[src/rtl/mrc_pkg.sv]
// Shared definitions for the mesh route computation unit.
// Assumes the one-hot port layout L,N,S,E,W from bit 0 upward and a
// congestion vector ordered N,S,E,W, i.e. one below the port bit.
package mrc_pkg;

    localparam int PORT_W  = 5;
    localparam int P_LOCAL = 0;
    localparam int P_NORTH = 1;
    localparam int P_SOUTH = 2;
    localparam int P_EAST  = 3;
    localparam int P_WEST  = 4;

    localparam int DIR_W   = 4;
    localparam int C_NORTH = 0;
    localparam int C_SOUTH = 1;
    localparam int C_EAST  = 2;
    localparam int C_WEST  = 3;

    typedef enum logic [1:0] {
        MODE_XY  = 2'd0,
        MODE_WF  = 2'd1,
        MODE_DYN = 2'd2,
        MODE_RSV = 2'd3
    } route_mode_t;

    typedef logic [PORT_W-1:0] port_oh_t;

    localparam port_oh_t OH_LOCAL = port_oh_t'(1) << P_LOCAL;

endpackage

[src/rtl/mrc_axis_cmp.sv]
// Compares one coordinate of this router against the destination on a
// single axis. Reports whether the destination lies on the increasing or
// decreasing side and whether the destination field exceeds the mesh.
// Assumes unsigned coordinates; LIMIT is the number of routers on the axis.
module mrc_axis_cmp #(
    parameter int W     = 2,
    parameter int LIMIT = 4
) (
    input  logic [W-1:0] here,
    input  logic [W-1:0] there,
    output logic         go_up,
    output logic         go_down,
    output logic         out_of_range
);
    localparam logic [W:0] LIM = (W+1)'(LIMIT);

    // Direction and range of the destination on this axis.
    always_comb begin
        go_up        = there > here;
        go_down      = there < here;
        out_of_range = {1'b0, there} >= LIM;
    end
endmodule

[src/rtl/mrc_policy.sv]
// Applies the selected turn policy to a set of productive directions.
// Inputs are the productive mask (N,S,E,W layout as in mrc_pkg), the
// neighbour congestion flags and the mode. Output is a one-hot port.
// Assumes at most one of N/S and at most one of E/W is productive.
module mrc_policy
    import mrc_pkg::*;
(
    input  logic [DIR_W-1:0] want,
    input  logic [DIR_W-1:0] busy,
    input  logic [1:0]       mode,
    input  logic             arrived,
    input  logic             bad_dst,
    output port_oh_t         port
);
    logic     has_x, has_y, x_busy, y_busy, sidestep;
    port_oh_t x_oh, y_oh;

    // Candidate ports for each axis and their congestion state.
    always_comb begin
        has_x = want[C_EAST]  | want[C_WEST];
        has_y = want[C_NORTH] | want[C_SOUTH];
        x_oh  = '0;
        y_oh  = '0;
        x_oh[P_EAST]  = want[C_EAST];
        x_oh[P_WEST]  = want[C_WEST];
        y_oh[P_NORTH] = want[C_NORTH];
        y_oh[P_SOUTH] = want[C_SOUTH];
        x_busy = (want[C_EAST]  & busy[C_EAST])  | (want[C_WEST]  & busy[C_WEST]);
        y_busy = (want[C_NORTH] & busy[C_NORTH]) | (want[C_SOUTH] & busy[C_SOUTH]);
        sidestep = has_x & has_y & x_busy & ~y_busy;
    end

    // Policy selection with Local override for arrival and bad destination.
    always_comb begin
        unique case (route_mode_t'(mode))
            MODE_WF: begin
                if (want[C_WEST])  port = x_oh;
                else if (sidestep) port = y_oh;
                else if (has_x)    port = x_oh;
                else               port = y_oh;
            end
            MODE_DYN: begin
                if (sidestep)      port = y_oh;
                else if (has_x)    port = x_oh;
                else               port = y_oh;
            end
            default: begin
                port = has_x ? x_oh : y_oh;
            end
        endcase
        if (arrived || bad_dst) port = OH_LOCAL;
    end
endmodule

[src/rtl/mesh_route_unit.sv]
// Route computation for one router of a MESH_X by MESH_Y mesh.
// Compares coordinates per axis, applies the selected policy and registers
// the one-hot port with a valid strobe one cycle later. No backpressure:
// a result is produced for every request. Synchronous active-low reset.
module mesh_route_unit
    import mrc_pkg::*;
#(
    parameter int MESH_X = 4,
    parameter int MESH_Y = 4,
    localparam int XW = (MESH_X > 1) ? $clog2(MESH_X) : 1,
    localparam int YW = (MESH_Y > 1) ? $clog2(MESH_Y) : 1
) (
    input  logic              clk,
    input  logic              rst_n,
    input  logic              in_valid,
    input  logic [1:0]        mode,
    input  logic [XW-1:0]     cur_x,
    input  logic [YW-1:0]     cur_y,
    input  logic [XW-1:0]     dst_x,
    input  logic [YW-1:0]     dst_y,
    input  logic [DIR_W-1:0]  congest,
    output logic              out_valid,
    output logic [PORT_W-1:0] out_port,
    output logic              out_err
);
    logic             x_up, x_dn, x_bad, y_up, y_dn, y_bad;
    logic [DIR_W-1:0] want;
    logic             arrived, bad_dst;
    port_oh_t         next_port;

    mrc_axis_cmp #(.W(XW), .LIMIT(MESH_X)) u_cmp_x (
        .here(cur_x), .there(dst_x),
        .go_up(x_up), .go_down(x_dn), .out_of_range(x_bad)
    );

    mrc_axis_cmp #(.W(YW), .LIMIT(MESH_Y)) u_cmp_y (
        .here(cur_y), .there(dst_y),
        .go_up(y_up), .go_down(y_dn), .out_of_range(y_bad)
    );

    // Gather productive directions, arrival and destination error.
    always_comb begin
        want          = '0;
        want[C_EAST]  = x_up;
        want[C_WEST]  = x_dn;
        want[C_NORTH] = y_up;
        want[C_SOUTH] = y_dn;
        arrived = ~(x_up | x_dn | y_up | y_dn);
        bad_dst = x_bad | y_bad;
    end

    mrc_policy u_policy (
        .want(want), .busy(congest), .mode(mode),
        .arrived(arrived), .bad_dst(bad_dst), .port(next_port)
    );

    // Result register: port and error held only alongside a valid strobe.
    always_ff @(posedge clk) begin
        if (!rst_n) begin
            out_valid <= 1'b0;
            out_port  <= '0;
            out_err   <= 1'b0;
        end else begin
            out_valid <= in_valid;
            out_port  <= in_valid ? next_port : '0;
            out_err   <= in_valid & bad_dst;
        end
    end
endmodule

[config.mk]
export PLATFORM = sky130hd
export DESIGN_NAME = mesh_route_unit
export DESIGN_NICKNAME = d
export VERILOG_FILES = /design/src/rtl/mrc_pkg.sv /design/src/rtl/mrc_axis_cmp.sv /design/src/rtl/mrc_policy.sv /design/src/rtl/mesh_route_unit.sv
export SDC_FILE = /design/constraint.sdc
export NUM_CORES = 1
export LEC_CHECK = 0
export BUFFER_PORTS_ARGS = -buffer_cell sky130_fd_sc_hd__clkbuf_2
export CELL_PAD_IN_SITES_DETAIL_PLACEMENT = 1
export CELL_PAD_IN_SITES_GLOBAL_PLACEMENT = 2
export CORE_MARGIN = 1
export CORE_UTILIZATION = 24
export CTS_BUF_LIST = sky130_fd_sc_hd__clkbuf_8
export DETAILED_ROUTE_END_ITERATION = 10
export HOLD_SLACK_MARGIN = 0.03
export PLACE_DENSITY_LB_ADDON = 0.1
export SYNTH_ARGS = -nofsm -noshare
export SYNTH_HDL_FRONTEND = slang
export SYNTH_SLANG_ARGS = --single-unit
[constraint.sdc]
create_clock -name clk -period 2.54 [get_ports clk]
set_clock_uncertainty 0.2 [all_clocks]
set_input_delay 0.254 -clock clk [delete_from_list [all_inputs] [get_ports clk]]
set_output_delay 0.254 -clock clk [all_outputs]
set_load 0.05 [all_outputs]
==> qor.txt <==
grt ovf = 0
most frequent cells in the layout = clkbuf_2 (22), inv_1 (8), ha_1 (6), dfxtp_1 (6)
drt initial violations = 1
post-DP HPWL = 891 um
Antenna diodes = 0
most common cell after layout, fill and taps aside = clkbuf_2
first drt pass iteration count = 2
number of max-cap violations = 0
Setup TNS = 0 ns
maximum VDD drop = 0.127 mV
synthesized flop and latch total = 6
nets = 99
fill count = 229
CP required = 2.46 ns
vias per cell = 4.36
die width = 44.8 um
area grow syn2layout = 38.9%
CTS buffer count = 3
vias in the first global route = 399
drt wl/cell = 10.1 um
Die ar. = 2010 um^2
CTS clk-pin slew, worst paths = 0.03 ns
Hold Crit Class = in -> reg
ratio of cells with drive above 1 in the final layout = 36.5%
critical path class = in -> reg
RSZ-0062 raised after global routing = false
Leakage = 0.314 nW
pwr dens = 524 nW/um^2
hold-fix buffer count after cts = 0
# resized after CTS = 0
cell count after synthesis = 51
ANT nets after route = 0
Yosys top cell area share = 27.3%
fmax = 526 MHz
antenna violations before repair = 0
Syn Area/Cell = 8.64 um^2
Post-CTS Setup Bufs = 0
syn nets = 74
CTS tree = yes
IO Port Bufs = 22
die height = 44.8 um
final hold slack = 0.184 ns
area leader, netlist = dfxtp_1
Root Driver = clkbuf_8
worst hold stages = 2
first-pass GRT wire length = 1.55 mm
Crit. Startpoint = cur_y[1]
crit path max fanout = 4
CP Launch Type = input pin
Final WS setup = 0.638 ns
Synth cell types = 29
core region area = 1730 um^2
Tmin final = 1.90 ns
final WL = 1.00 mm
Vias = 432
GPL Wtd Cong = 0.678
Final Slew Violations = 0
CTS Sinks = 6
Ports = 24
post-synthesis sequential area ratio = 27.3%
Final Instance Area = 612 um^2
Tcrit/Tclk final = 74.9%
Starting Density = 25.5%
endpoint type of the worst setup path = flop
Worst EP arrival = 1.82 ns
Setup Slack @ Placement = 0.401 ns
largest net degree at the start of global routing = 7
Clock Path Buffers = 2
post-synth design cell area = 440 um^2
Cell Rows = 15
dominant cells by area after synthesis = dfxtp_1 (27%), ha_1 (17%), inv_1 (6.8%), nor2b_1 (4.3%), a2111oi_2 (3.4%)
warnings from Yosys = 0
CTS H-tree depth = 1
Setup-failing EPs final = 0
status = completed
Worst Setup EP = out_port[2]
Tot Pwr = 0.321 mW
GRT Util Overall = 10.6%
final hold vios = 0
placed cell areas = 571 um^2
DRC viols = 0
## cell usage after synthesis, drive strengths merged
cell / number
a221o: 1
nor4b: 1
buf: 1
a211oi: 1
a31oi: 1
o21ai: 3
and2: 1
nand2: 2
a21boi: 1
o211ai: 2
nor2b: 4
nand3: 1
or3: 1
ha: 6
inv: 8
nand2b: 1
dfxtp: 6
and3b: 1
o311ai: 1
o31ai: 1
a21o: 1
a2111oi: 1
clkbuf: 1
conb: 1
nor3b: 1
nor2: 1
a22oi: 1
## power breakdown
group          internal [mW]  switching (mW)  total (mW)
Sequential            0.0984        0.000796      0.0992
Clock                  0.101          0.0363       0.138
Combinational         0.0332          0.0505      0.0838
## layout make-up
type                            instances  area (um^2)  area share [%]
Tap cell                               25         31.3            5.11
Inverter                                8         30.0            4.91
Multi-Input combinational cell         35          279            45.6
Sequential cell                         6          120            19.6
Timing Repair Buffer                   22          110            18.0
Clock buffer                            3         41.3            6.75
## kinds of logic after synthesis
group / synth area share (%)
buffers and inverters: 9.38
AOI/OAI and AO/OA: 24.4
and+or+nand+nor: 21.0
DFF: 27.3
other: 0.851
adders and majority gates: 17.0
## routing by layer
metal | routed length [um] | track usage [%] | vias up
met5 | 0 | 0 | -
met4 | 0 | 7.27 | 0
met3 | 74 | 2.00 | 0
met2 | 431 | 16.5 | 20
met1 | 499 | 13.2 | 187
li1 | - | - | 225
## metrics by stage
stage                     std cells  utilization, %
after floorplan                  51               -
after global placement           96            33.0
after detailed placement         96            33.0
after CTS                        99            35.4
after global routing             99            35.4
final                            99            35.4
## registers in the layout, summed over array words and instances, names as in the netlist
name / count
out_valid: 1
out_port: 5
## worst max-delay path, stage by stage
cell and delay, ns:
clkbuf_2 0.08, inv_1 0.03, ha_1 0.29, nor2b_4 0.14, or3_1 0.33, a221o_1 0.35, a2111oi_2 0.34
## how the worst min path moves through the flow
| stage | slack, ns | endpoint | startpoint |
|---|---|---|---|
| after floorplan | 0.35 | out_port[2] | dst_y[1] |
| after global placement | 0.41 | out_valid | in_valid |
| after detailed placement | 0.41 | out_valid | in_valid |
| after CTS | 0.18 | out_valid | in_valid |
| after global routing | 0.20 | out_valid | in_valid |
| final | 0.18 | out_valid | in_valid |
No activity file was read; power rests on OpenSTA's default activity.
